## src/rtl/tblrd_unit.sv

```systemverilog
module tblrd_unit #(
  parameter int PTR_W  = 22,
  parameter int BYTE_W = 8
) (
  input  logic                  clk,
  input  logic                  rst_n,
  input  logic                  reg_wr,
  input  logic [1:0]            reg_sel,
  input  logic [BYTE_W-1:0]     reg_wdata,
  output logic [BYTE_W-1:0]     reg_rdata,
  input  logic                  cmd_valid,
  input  logic [1:0]            cmd_mode,
  output logic                  busy,
  output logic                  done,
  output logic [BYTE_W-1:0]     latch_q,
  output logic                  pm_rd_en,
  output logic [PTR_W-3:0]      pm_addr,
  input  logic [2*BYTE_W-1:0]   pm_rdata,
  output logic                  cfg_rd_en,
  output logic [PTR_W-3:0]      cfg_addr,
  input  logic [2*BYTE_W-1:0]   cfg_rdata
);
  localparam int LOW_W = PTR_W - 1;
  localparam int UP_LO = 2 * BYTE_W;
  localparam int UP_W  = PTR_W - UP_LO;

  typedef enum logic [1:0] {S_IDLE, S_ISSUE, S_CAPT, S_DONE} state_t;
  state_t state;

  logic [PTR_W-1:0]  ptr, raddr;
  logic [2:0]        pend_v;
  logic [BYTE_W-1:0] pend_d [3];

  logic [PTR_W-1:0] ptr_up, ptr_dn;
  assign ptr_up = {ptr[PTR_W-1], ptr[LOW_W-1:0] + 1'b1};
  assign ptr_dn = {ptr[PTR_W-1], ptr[LOW_W-1:0] - 1'b1};

  logic accept, defer, wr_ok;
  assign accept = (state == S_IDLE) && cmd_valid;
  assign defer  = accept || (state == S_ISSUE) || (state == S_CAPT);
  assign wr_ok  = reg_wr && (reg_sel != 2'd3);
  assign busy   = (state != S_IDLE);
  assign done   = (state == S_DONE);

  assign pm_addr   = raddr[LOW_W-1:1];
  assign cfg_addr  = raddr[LOW_W-1:1];
  assign pm_rd_en  = (state == S_ISSUE) && !raddr[PTR_W-1];
  assign cfg_rd_en = (state == S_ISSUE) &&  raddr[PTR_W-1];

  logic [2*BYTE_W-1:0] word;
  assign word = raddr[PTR_W-1] ? cfg_rdata : pm_rdata;

  always_comb begin
    case (reg_sel)
      2'd0:    reg_rdata = ptr[BYTE_W-1:0];
      2'd1:    reg_rdata = ptr[UP_LO-1:BYTE_W];
      2'd2:    reg_rdata = {{(BYTE_W-UP_W){1'b0}}, ptr[PTR_W-1:UP_LO]};
      default: reg_rdata = latch_q;
    endcase
  end

  always_ff @(posedge clk) begin
    if (!rst_n) begin
      state   <= S_IDLE;
      ptr     <= '0;
      raddr   <= '0;
      latch_q <= '0;
      pend_v  <= '0;
      for (int i = 0; i < 3; i++) pend_d[i] <= '0;
    end else begin
      case (state)
        S_IDLE: if (cmd_valid) begin
          raddr <= (cmd_mode == 2'd3) ? ptr_up : ptr;
          case (cmd_mode)
            2'd1, 2'd3: ptr <= ptr_up;
            2'd2:       ptr <= ptr_dn;
            default:    ;
          endcase
          state <= S_ISSUE;
        end
        S_ISSUE: state <= S_CAPT;
        S_CAPT: begin
          latch_q <= raddr[0] ? word[2*BYTE_W-1:BYTE_W] : word[BYTE_W-1:0];
          state   <= S_DONE;
        end
        default: begin
          if (pend_v[0]) ptr[BYTE_W-1:0]      <= pend_d[0];
          if (pend_v[1]) ptr[UP_LO-1:BYTE_W]  <= pend_d[1];
          if (pend_v[2]) ptr[PTR_W-1:UP_LO]   <= pend_d[2][UP_W-1:0];
          pend_v <= '0;
          state  <= S_IDLE;
        end
      endcase
      if (wr_ok) begin
        if (defer) begin
          pend_v[reg_sel] <= 1'b1;
          pend_d[reg_sel] <= reg_wdata;
        end else begin
          case (reg_sel)
            2'd0:    ptr[BYTE_W-1:0]     <= reg_wdata;
            2'd1:    ptr[UP_LO-1:BYTE_W] <= reg_wdata;
            default: ptr[PTR_W-1:UP_LO]  <= reg_wdata[UP_W-1:0];
          endcase
        end
      end
    end
  end
endmodule


```

## config.mk

```make
export PLATFORM = sky130hd
export DESIGN_NAME = tblrd_unit
export DESIGN_NICKNAME = d
export VERILOG_FILES = /design/src/rtl/tblrd_unit.sv
export SDC_FILE = /design/constraint.sdc
export NUM_CORES = 1
export LEC_CHECK = 0
export ABC_AREA = 1
export ABC_CLOCK_PERIOD_IN_PS = 5840
export BUFFER_PORTS_ARGS = -buffer_cell sky130_fd_sc_hd__buf_2
export CORE_MARGIN = 10
export CORE_UTILIZATION = 43
export CTS_BUF_LIST = sky130_fd_sc_hd__clkbuf_2 sky130_fd_sc_hd__clkbuf_4 sky130_fd_sc_hd__clkbuf_8
export CTS_CLUSTER_DIAMETER = 40
export DETAILED_ROUTE_END_ITERATION = 10
export GPL_TIMING_DRIVEN = 0
export PLACE_DENSITY = 0.6
export SKIP_LAST_GASP = 1
export SLEW_MARGIN = 20
export SYNTH_ARGS = -nofsm -noshare
export SYNTH_HDL_FRONTEND = slang
export SYNTH_SLANG_ARGS = --single-unit
```

## constraint.sdc

```tcl
create_clock -name clk -period 5.84 [get_ports clk]
set_clock_uncertainty 0.1 [all_clocks]
set_input_delay 1.46 -clock clk [delete_from_list [all_inputs] [get_ports clk]]
set_output_delay 1.46 -clock clk [all_outputs]
set_load 0.01 [all_outputs]
```

## Yosys cells after proc, flatten, opt, wreduce, memory -nomap -nowiden

Memories as Yosys holds them, arrays and structs flattened.
Index checks and enable logic that the tools add are counted.
W data, S select, Z words.

| cells by class | value |
|---|---|
| add/sub/neg operators | 2 |
| $lt $le $gt $ge | 2 |
| equal/unequal tests | 10 |
| multiplexer cells | 31 |
| bitwise logic cells | 1 |
| reductions and logical operators | 17 |

Operators by type and width:

| kind | count |
|---|---|
| $mux W8 | 6 |
| $mux W22 | 2 |
| $pmux W22 S2 | 1 |
| $mux W21 | 2 |
| $pmux W21 S2 | 1 |
| $pmux W8 S3 | 1 |
| $add A21 B1 Y21 const B | 1 |
| $sub A21 B1 Y21 const B | 1 |
| $mux W16 | 1 |
| $mux W3 | 4 |
| $mux W6 | 2 |
| $eq A2 B2 Y1 const B | 5 |
| $reduce_or A8 Y1 | 1 |
| $mux W1 | 7 |
| $eq A2 B1 Y1 const B | 3 |
| $pmux W2 S3 | 1 |
| $reduce_or A2 Y1 | 3 |
| $logic_and A1 B1 Y1 | 5 |
| $logic_not A2 Y1 | 2 |
| $mux W2 | 2 |
| $ne A2 B2 Y1 const B | 2 |
| $lt A2 B3 Y1 const B | 1 |
| $or A3 B3 Y3 | 1 |
| $reduce_or A3 Y1 | 1 |
| 6 further kinds | 7 |

| storage, ports and cells | value |
|---|---|
| register bits after elaboration | 57 |
| memory bits (writable) | 24 |
| bits of input ports | 48 |
| output and inout port bits | 60 |
| word-level logic and storage cells | 69 |
| memories | 1 |

Memory list:

| memory | depth | bits a word | rd ports | clocked after memory_dff | write ports | RTL line | RTL |
|---|---|---|---|---|---|---|---|
| pend_d | 3 | 8 | 3 | 0 | 3 | 32 | `logic [BYTE_W-1:0] pend_d [3];` |

## Longest topological paths before layout

| logic depth | value |
|---|---|
| depth after elaboration | 10 |
| depth in mapped cells | 15 |
| gate-level depth less buffers | 15 |

## Worst setup path before layout

No wires, ideal clock.

| timing | value |
|---|---|
| path type | input -> output |
| from | input port reg_sel[0] |
| to | output port reg_rdata[1] |
| arrival time | 2.156 ns |
| required time | 4.280 ns |
| path slack | 2.124 ns |
| cell stages on the path | 5 |
| buffers on the path | 1 |
| path through | clkbuf_2 > nand2_2 > nor2_1 > a221oi_1 > o21ai_0 |

| between the ends | value |
|---|---|
| word-level cells in the longest chain between the ends | 2 |
| elaborated cells between the ends (all ways) | 4 |
| those cells by class | eq/ne (2); mux (1); reduce/logical (1) |

Ends and longest elaborated chain:

| item | RTL line | RTL |
|---|---|---|
| start: declaration | 8 | `input logic [1:0] reg_sel,` |
| $eq A2 B2 Y1, or another cell as far along | 54 | `case (reg_sel)` |
| $pmux W8 S3 * | 54 |  |
| end: declaration | 10 | `output logic [BYTE_W-1:0] reg_rdata,` |

Mark *: on every way between the ends. The rest lies on a longest branch, timed or not.

## Worst setup path in the final report

| timing | value |
|---|---|
| from | input port reg_sel[1] |
| to | output port reg_rdata[2] |

Same word-level chain as after synthesis.

==> out/results.txt <==
Syn avg cell area - 6.42 um^2
Number of enable flip-flop cells after synthesis - 22
Crit path max-delay cell type - nor2_1
Hold slack - 0.440 ns
Initial core utilization - 44.3%
# port buffers - 105
Final cell count without fillers - 1,217
Largest net degree at the start of global routing - 15
Rel. slew slack - 45.5%
Diodes inserted - 0
Worst r2r src - state[1]
Total CTS buffers - 9
Data arrival, critical path - 2.56 ns
Routed Antenna Nets - 0
Reg clk slew, reported paths - 0.09 ns
Layout area overhead - 15.6%
I/O pin count - 108
Clock root buffer - clkbuf_8
Fin. max-slew vios - 0
Final Wtd Congestion - 0.999
Inst Count DP - 1,201
Cts hold-fix bufs - 0
Top cell type's share of synthesized area - 19.3%
P_leak - 3.15 nW
RSZ-0062 raised after global routing - no
Crit end category - output port
CP Class - in -> out
Hold Crit Start - raddr[1]
Via density - 5.26
Worst-Skew Late Latency - 0.38 ns
Post-detail-place hpwl - 17,100 um
CP required - 4.28 ns
Worst Path Max Fanout - 7
Max stage delay on crit path - 0.43 ns
Max clock buf depth - 2
First-pass GRT wire length - 33,200 um
# nets final - 1,090
Yosys Warn Count - 0
DRC viols - 0
Max-cap violations - 0
WL final - 21,500 um
Final Hold Viols - 0
Gate Count Post-Synth - 920
Final Cycle Share - 70.5%
Dpl ws - 1.71 ns
Most frequent cell after synthesis - nand2_1
Synth top area cells - dfxtp_1 (19%), nand2_1 (14%), edfxtp_1 (11%), o21ai_0 (10%), nor2_1 (7.4%)
Sequential share of the synthesized area - 30.5%
Status - completed
Hold endpoint - raddr[1]
Worst hold path type - reg -> reg
IR drop worst, VDD - 0.000184 V
DRT Pass-1 Iters - 6
R2R depth - 8
Final setup viols - 0
Initial antenna violation count - 0
Fraction of layout instances using a drive strength above 1 - 20.8%
Vias in the first global route - 6,026
Core box area - 13,300 um^2
Die Width - 137 um
Final core occ - 51.2%
Vias - 6,403
Die area - 18,800 um^2
GRT Overall Usage - 22.7%
Largest area contributor in the netlist - dfxtp_1
Wire per inst - 17.6 um
Number of setup buffers added after CTS - 0
H-tree levels - 3
P per Cell Area - 478 nW/um^2
DRT iter0 DRCs - 527
Most common flop cell mapped by yosys - dfxtp_1
Yosys reg bits - 79
Total Power - 3.26 mW
CP dominant cell by count - buf_2
Post-Place Cell Area - 6660 um^2
Critical Path Start Type - input pin
Syn Nets - 974
Sum Neg Setup Slack - 0 ns
Post-CTS sizing - 0
Die height - 137 um
Critical Path, Cell by Cell - buf_2 > inv_1 > nor2_1 > a221oi_1 > o21ai_0 > buf_2
Reg2reg setup slack - 3.28 ns
Top cells by count, synth - nand2_1 (215), o21ai_0 (120), nor2_1 (116)
Crit path time final - 4.12 ns
Netlist cell types - 41
Grt total ovfl - 0
Critical R2R Capture - pend_d[0][3]
Worst Tran Pin Value - 0.817 ns
WHS Path Cells - 2
Mapped cell area - 5910 um^2
Post-synth ARST share - 0%
Site row count - 42
CTS tree - done
Final Worst Setup Slack - 1.72 ns
Fin area - 6830 um^2
Max Fclk - 0.243 GHz
Clock sinks - 79
## cell usage in the layout, fill, tap and decap left out, types with 7 or more instances in the layout
cell type	synthesis	final
nand2_1	215	215
buf_2	16	121
o21ai_0	120	120
nor2_1	116	116
inv_1	81	81
a21oi_1	81	81
dfxtp_1	57	57
buf_4	44	44
nand3_1	38	38
clkbuf_1	25	25
edfxtp_1	22	22
xor2_1	12	12
clkbuf_8	0	9
nor2_2	7	7
o221a_2	7	7
nand4_1	7	7
## worst max-delay path: cells and delay by family
family | cells | cell delay [ns]
AO/OA/AOI/OAI | 2 | 0.29
buffers and inverters | 3 | 0.38
AND/OR/NAND/NOR | 1 | 0.43
## cells by family after synthesis
family                     count (synthesis)  share of synthesized area, %
AOI/OAI and AO/OA                        244                          23.0
muxes                                      3                         0.508
DFF                                       79                          30.5
buffers and inverters                    172                          14.2
and+or+nand+nor                          404                          28.8
xor gates and xnor gates                  12                          1.78
adders and majority gates                  6                          1.27
## layer usage
metal | track usage [%] | wire, um | vias to the layer above
met5 | 0 | 0 | -
met4 | 9.13 | 607 | 0
met3 | 3.90 | 1610 | 41
met2 | 37.5 | 9960 | 242
met1 | 28.8 | 9280 | 2879
li1 | - | - | 3241
## worst max-delay path by stage
stage                from      endpoint  slack (ns)
2_1_floorplan  reg_sel[0]  reg_rdata[1]        2.12
3_3_place_gp   reg_sel[1]  reg_rdata[2]        1.71
3_5_place_dp   reg_sel[1]  reg_rdata[2]        1.71
4_1_cts        reg_sel[1]  reg_rdata[2]        1.70
5_1_grt        reg_sel[1]  reg_rdata[4]        1.52
6_report       reg_sel[1]  reg_rdata[2]        1.72
## sequential cells by signal (all words and copies together), names as in the netlist
signal / cells
raddr: 22
pend_d: 22
state: 2
ptr: 22
latch_q: 8
pend_v: 3
## power breakdown
part	total, mW	internal, mW	switching, mW
clock network	0.390	0.161	0.229
logic	2.04	0.697	1.34
registers	0.837	0.715	0.122
## layout make-up
class,count,area (um^2)
Inverter,82,308
Fill cell,1470,6520
Clock inverter,6,45.0
Timing Repair Buffer,105,526
Multi-Input combinational cell,669,3270
Sequential cell,79,1800
Tap cell,176,220
Clock buffer,10,131
Buffer,90,532
Note: power is estimated with default switching activity, not from simulation.
